## config.mk

```make
export PLATFORM = sky130hd
export DESIGN_NAME = par_host_port
export DESIGN_NICKNAME = d
export VERILOG_FILES = /design/src/rtl/par_host_port.sv
export SDC_FILE = /design/constraint.sdc
export NUM_CORES = 1
export LEC_CHECK = 0
export ABC_AREA = 1
export BUFFER_PORTS_ARGS = -buffer_cell sky130_fd_sc_hd__buf_2
export CORE_MARGIN = 10
export CORE_UTILIZATION = 44
export CTS_CLUSTER_SIZE = 14
export DETAILED_ROUTE_END_ITERATION = 8
export HOLD_SLACK_MARGIN = 0.02
export MAX_ROUTING_LAYER = met4
export PLACE_DENSITY = 0.76
export SETUP_SLACK_MARGIN = 0.2
export SLEW_MARGIN = 20
export SYNTH_ARGS = -nofsm -noshare
export SYNTH_HDL_FRONTEND = slang
export SYNTH_SLANG_ARGS = --single-unit
```

## constraint.sdc

```tcl
create_clock -name clk -period 1.3 [get_ports clk]
set_clock_uncertainty 0.1 [all_clocks]
set_input_delay 0.065 -clock clk [delete_from_list [all_inputs] [get_ports clk]]
set_output_delay 0.065 -clock clk [all_outputs]
set_load 0.05 [all_outputs]
```

## src/rtl/par_host_port.sv

```systemverilog
module par_host_port #(
  parameter int SYNC = 2
) (
  input  logic        clk,
  input  logic        rst_n,
  input  logic        cfg_we,
  input  logic [11:0] cfg_wdata,
  input  logic        core_wr,
  input  logic [15:0] core_wdata,
  input  logic        core_rd,
  output logic [15:0] core_rdata,
  output logic        stat_ibf,
  output logic        stat_obe,
  input  logic        hst_rd_n,
  input  logic        hst_wr_n,
  input  logic        hst_rw,
  input  logic        hst_ds,
  input  logic        hst_bsel,
  input  logic [15:0] hst_din,
  output logic [15:0] hst_dout,
  output logic [1:0]  hst_doe,
  output logic        pin_ibf,
  output logic        pin_obe
);
  localparam int TOP = SYNC - 1;

  logic [7:0]    cfg;
  logic [15:0]   in_q, out_q;
  logic          ibf, obe;
  logic [TOP:0]  s_rd, s_wr, s_rw, s_ds, s_bs;
  logic          rd_q, wr_q;

  always_ff @(posedge clk or negedge rst_n)
    if (!rst_n) begin
      s_rd <= '1; s_wr <= '1; s_rw <= '0; s_ds <= '1; s_bs <= '0;
    end else begin
      s_rd <= {s_rd[TOP-1:0], hst_rd_n};
      s_wr <= {s_wr[TOP-1:0], hst_wr_n};
      s_rw <= {s_rw[TOP-1:0], hst_rw};
      s_ds <= {s_ds[TOP-1:0], hst_ds};
      s_bs <= {s_bs[TOP-1:0], hst_bsel};
    end

  wire wide   = cfg[7];
  wire moto   = cfg[1];
  wire xfer16 = cfg[0];

  wire ds_on  = cfg[2] ? s_ds[TOP] : ~s_ds[TOP];
  wire rd_act = moto ? (ds_on &  s_rw[TOP]) : ~s_rd[TOP];
  wire wr_act = moto ? (ds_on & ~s_rw[TOP]) : ~s_wr[TOP];
  wire rd_done = rd_q & ~rd_act;
  wire wr_done = wr_q & ~wr_act;

  wire hi_sel   = s_bs[TOP] ^ cfg[3];
  wire word_end = wide | ~xfer16 | hi_sel;

  always_ff @(posedge clk or negedge rst_n)
    if (!rst_n) begin
      rd_q <= 1'b0;
      wr_q <= 1'b0;
    end else begin
      rd_q <= rd_act;
      wr_q <= wr_act;
    end

  always_ff @(posedge clk or negedge rst_n)
    if (!rst_n) cfg <= '0;
    else if (cfg_we) cfg <= cfg_wdata[7:0];

  always_ff @(posedge clk or negedge rst_n)
    if (!rst_n) out_q <= '0;
    else if (core_wr) out_q <= core_wdata;

  always_ff @(posedge clk or negedge rst_n)
    if (!rst_n) in_q <= '0;
    else if (wr_done) begin
      if (wide)                 in_q <= xfer16 ? {hst_din[7:0], hst_din[15:8]} : hst_din;
      else if (xfer16 & hi_sel) in_q[15:8] <= hst_din[7:0];
      else                      in_q[7:0]  <= hst_din[7:0];
    end

  always_ff @(posedge clk or negedge rst_n)
    if (!rst_n) begin
      ibf <= 1'b0;
      obe <= 1'b1;
    end else begin
      if (wr_done & word_end) ibf <= 1'b1;
      else if (core_rd)       ibf <= 1'b0;
      if (rd_done & word_end) obe <= 1'b1;
      else if (core_wr)       obe <= 1'b0;
    end

  assign hst_dout = wide ? (xfer16 ? {out_q[7:0], out_q[15:8]} : out_q)
                         : {8'h00, (xfer16 & hi_sel) ? out_q[15:8] : out_q[7:0]};
  assign hst_doe  = {rd_act & wide, rd_act};

  assign core_rdata = in_q;
  assign stat_ibf   = ibf;
  assign stat_obe   = obe ^ cfg[6];
  assign pin_ibf    = (cfg[5] ? (ibf | obe) : ibf) ^ cfg[4];
  assign pin_obe    = obe ^ cfg[4];

  assert_drive_needs_read_R12: assert property (@(posedge clk) disable iff (!rst_n)
    (!moto && hst_doe[0]) |-> !$past(hst_rd_n, SYNC));

  assert_ibf_cleared_R10: assert property (@(posedge clk) disable iff (!rst_n)
    (core_rd && !(wr_done && word_end)) |=> !stat_ibf);

  assert_obe_cleared_R11: assert property (@(posedge clk) disable iff (!rst_n)
    (core_wr && !cfg_we && !(rd_done && word_end)) |=> (stat_obe == cfg[6]));

  assert_pin_merge_R4: assert property (@(posedge clk) disable iff (!rst_n)
    (!cfg[4] && stat_ibf) |-> pin_ibf);

  assert_pin_polarity_R5: assert property (@(posedge clk) disable iff (!rst_n)
    (!cfg[4] && !cfg[6]) |-> (pin_obe == stat_obe));
endmodule

```

### Word level (Yosys, flattened, before mapping)

Cells that the tools add are included.

* output and inout port bits: 38
* input bits: 54
* register bits after elaboration: 54

* reductions and logical operators: 5
* muxes and demuxes: 15
* bitwise operators: 22
* equal/unequal tests: 1

Operators with widths (number)
* $mux 16: 4
* $mux 8: 3
* $and 1x1->1: 8
* $mux 1: 8
* $not 1->1: 7
* $reduce_bool 2->1: 3
* $reduce_and 2->1: 2
* $xor 1x1->1: 4
* $or 1x1->1: 3
* $ne 2x2->1 const B: 1

### Logic depth before layout (Yosys ltp)

* depth in word-level cells: 8
* mapped depth: 8

### Worst setup path after synthesis

No wires, ideal clock.

* kind: flip-flop to output port
* from: register cfg[3]
* to: output hst_dout[0]
* buffers on the path: 1
* data arrival time: 1.932 ns
* data required time: 1.135 ns
* stages on the path, launching flop included: 7
* slack: -0.797 ns
* cells stage by stage: dfrtp_1 > inv_1 > nand2_2 > nand3_2 > nand2_1 > buf_2 > o21ai_0

* word-level cells in the longest chain between the ends: 4

Ends and longest elaborated chain
* from (decl): RTL line 27 `logic [7:0] cfg;`
* from (signal assigned): RTL line 68 `else if (cfg_we) cfg <= cfg_wdata[7:0];`
* $xor 1x1->1: RTL line 54 `wire hi_sel = s_bs[TOP] ^ cfg[3];`
* $and 1x1->1: RTL line 94 `: {8'h00, (xfer16 & hi_sel) ? out_q[15:8] : out_q[7:0]};`
* $mux 8: RTL line 94
* $mux 16: RTL line 93 `assign hst_dout = wide ? (xfer16 ? {out_q[7:0], out_q[15:8]} : out_q)`
* to (decl): RTL line 20 `output logic [15:0] hst_dout,`

No other way between the ends.

### Worst setup path in the final report

* from: register cfg[3]
* to: output hst_dout[7]

Same word-level chain as after synthesis.

==> out/metrics.csv <==
stage,metric,value,unit
timing,maxSlewViolCount,0,
cells_and_area,fill_cells,249,
timing,layout_min_cycle_time,1.775,ns
worst_hold_path,hold_class,input pin to register,
detailed_routing,wl_per_cell,19.38,um
timing,timing.final.crit_share,136.6,%
power,seq_power_share,33.6,%
clocking,cts_tree,built,
detailed_routing,vias_per_cell,5.232,
worst_setup_path,crit_path_max_fanout,8,
place,io_buffers,87,
worst_setup_path,start_kind,register,
clocking,clk_pin_slew,0.11,ns
global_route,grt_max_degree,34,
place,hpwl,5.246,mm
yosys,synth_area,2420,um2
yosys,synth_xor_area_share,1.086,%
power,p_comb_share,48.3,%
global_route,first_global_vias,2765,
power,p_sw,2.738,mW
run_status,violations,negative setup slack,
clocking,cts_buffers,5,
timing,max-slew-margin-rel,63.62,%
detailed_routing,finalWirelength,10.04,mm
floorplanning,die_w,94.16,um
floorplanning,ios,92,
worst_setup_path,crit_arrival,1.61,ns
worst_setup_path,endpoint_kind,output pin,
floorplanning,start_util,46.49,%
floorplanning,die-height,94.16,um
power,irDropWorstVdd,1.043,mV
yosys,syn_avg_cell_area,8.461,um2
detailed_routing,drt_iter0_markers,180,
floorplanning,die-area,8866,um2
cells_and_area,multi_input_comb_area,1353,um2
floorplanning,rows,26,
yosys,ys_seq_area_share,56.20,%
yosys,synth_top_family_by_area,simple AND/OR/NAND/NOR gates,
cells_and_area,final_cell_area,4513,um2
yosys,synth-adder-area-share,0,%
job,max_cap_violations,0,
detailed_routing,drc_errors,0,
cells_and_area,fin_nets,501,
yosys,synth-simple-area-share,18.77,%
timing,rsz0062_at_grt,true,
detailed_routing,antenna_left,0,
clocking,htreeDepth,2,
yosys,synthDistinctLibCells,24,
clocking,cts_root_buffer,clkbuf_8,
timing,finalSetupTns,-10.53,ns
timing,finalHoldViolCount,0,
yosys,synth.area.mux_share,0.9307,%
yosys,synth_compound_area_share,14.43,%
yosys,synth-warning-count,0,
clocking,cts.sinks,54,
power,intPower,3.758,mW
clocking,cts_buffer_depth,2,
cells_and_area,antenna_cells,0,
run_status,status,"complete, but fails checks",
power,pwr-share-clk,18.2,%
global_route,antenna_found_initial,0,
power,p_leak,2.221,nW
place,dpl_cell_area,3393,um2
timing,tightest_slew,0.5457,ns
timing,fin_ws,-0.4753,ns
cells_and_area,syn_to_final_growth,86.50,%
detailed_routing,drt_first_pass_iters,5,
power,p_per_area,1439,nW/um2
global_route,grt.total_usage,20.60,%
timing,fmax,563.3,MHz
detailed_routing,vias,2710,
worst_setup_path,cp.required,1.13,ns
power,p_sw_share,42.15,%
clocking,clock_latency,0.32,ns
global_route,grt_pass1_wl,14.01,mm
yosys,ys_seq_elements,54,
place,gp_congestion,0.8202,
yosys,synthTopCellsByArea,"dfrtp_1 (49%), nand2_1 (15%), o21ai_0 (11%)",
timing,setup_viol,39,
floorplanning,coreArea,5205,um2
timing,whs,0.01730,ns
global_route,overflow,0,
cells_and_area,drive_gt1_share,48.21,%
yosys,synth_top_area_share,48.60,%
yosys,syn-num-nets,340,
yosys,syn_inst,286,
yosys,yosys.area.top_type,dfrtp_1,
cells_and_area,ff_latch_area,1364,um2
worst_setup_path,critPathKind,register to output pin,
## per-stage QoR
step / total power [mW] / setup WS, ns / std cells / util [%]
2_1_floorplan: 3.848 / 0.0006452 / 286 / -
3_3_place_gp: 4.430 / -0.1064 / 453 / 65.19
3_5_place_dp: 4.482 / -0.1626 / 453 / 65.19
4_1_cts: 6.128 / -0.3484 / 505 / 81.75
5_1_grt: 6.754 / -0.5167 / 518 / 86.71
6_report: 6.496 / -0.4753 / 518 / 86.71
## cells in the mapped netlist
| master | n |
|---|---|
| nand2_1 | 95 |
| nand3_1 | 2 |
| inv_2 | 1 |
| buf_4 | 3 |
| dfstp_2 | 7 |
| o22ai_1 | 9 |
| mux2_2 | 2 |
| or2_2 | 1 |
| buf_6 | 1 |
| nand2_2 | 2 |
| buf_2 | 1 |
| nor2_1 | 4 |
| o21ai_0 | 55 |
| clkbuf_1 | 6 |
| nand3_2 | 3 |
| o21ai_1 | 1 |
| xor2_1 | 3 |
| nor2_4 | 1 |
| a21boi_0 | 1 |
| dfrtp_1 | 47 |
| nand4_1 | 1 |
| inv_1 | 38 |
| nor2_2 | 1 |
| a21oi_1 | 1 |
## layout make-up
cell class / count / share of cell area, %
Clock inverter: 3 / 1.054
Clock buffer: 5 / 1.525
Inverter: 39 / 3.465
Multi-Input combinational cell: 184 / 29.97
Tap cell: 70 / 1.941
Sequential cell: 54 / 30.22
Timing Repair Buffer: 163 / 31.83
## power by group through the flow
| stage | Sequential [mW] | Combinational, mW | Clock, mW |
|---|---|---|---|
| 2_1_floorplan | 2.77 | 1.08 | 0 |
| 3_3_place_gp | 2.14 | 2.29 | 0 |
| 3_5_place_dp | 2.15 | 2.33 | 0 |
| 4_1_cts | 2.16 | 2.78 | 1.19 |
| 5_1_grt | 2.20 | 3.30 | 1.25 |
| 6_report | 2.18 | 3.14 | 1.18 |
## logic make-up (layout without fill, tap and decap cells)
kind of cell	Yosys count	in the layout
and+or+nand+nor	110	112
AOI/OAI and AO/OA	67	67
DFF	54	54
buffers and inverters	50	210
xor gates and xnor gates	3	3
muxes	2	2
## critical path: stages (launching register included)
cell     delay (ns)
dfrtp_1        0.42
nand2_2        0.12
nand3_4        0.11
nand2_4        0.11
buf_12         0.17
nand2_4        0.08
o21ai_4        0.09
buf_6          0.19
## layout by cell type (no fill, tap or decap), drive strengths merged, types with 3 or more instances in the layout
cell type and n:
clkbuf 6, nand3 5, nor2 6, nand2 99, o21ai 56, o22ai 9, xor2 3, dfstp 7
dfrtp 47, inv 41, dlygate4sd3 39, buf 123
## state kept, by name, indices dropped and copies added (netlist names), 2 cells and up
signal      cells
s_ds            2
cfg             8
s_rw            2
s_rd            2
s_wr            2
s_bs            2
core_rdata     16
out_q          16
## routing by layer
metal	wire length (um)	vias to the layer above	GRT usage [%]
li1	-	1227	-
met2	5278	151	36.44
met3	790	33	5.516
met1	3619	1299	21.86
met5	0	-	-
met4	350	0	6.076
## what timing repair did
item | CTS | global route
endpoints found under the hold margin | 94 | 0
pin swaps | 21 | 16
setup endpoints to repair | 53 | 58
resized for setup | 105 | 42
hold buffers | 39 | 0
gates cloned | 0 | 2
setup buffers | 5 | 11
## worst paths after layout
| kind | from | cells past startpoint | slack [ns] | end |
|---|---|---|---|---|
| worst max-delay path | cfg[3]$_DFFE_PN0P_ | 7 | -0.48 | hst_dout[7] |
| worst min-delay path | hst_din[13] | 5 | 0.02 | core_rdata[13]$_DFFE_PN0P_ |
| worst max register to register | cfg[1]$_DFFE_PN0P_ | 8 | -0.24 | core_rdata[1]$_DFFE_PN0P_ |
| worst min register to register | s_bs[0]$_DFF_PN0_ | 0 | 0.26 | s_bs[1]$_DFF_PN0_ |
| max in group asynchronous | rst_n | 3 | 0.48 | cfg[0]$_DFFE_PN0P_ |
| min in group asynchronous | rst_n | 2 | 0.14 | cfg[5]$_DFFE_PN0P_ |
Note: power is estimated with default switching activity, not from simulation.
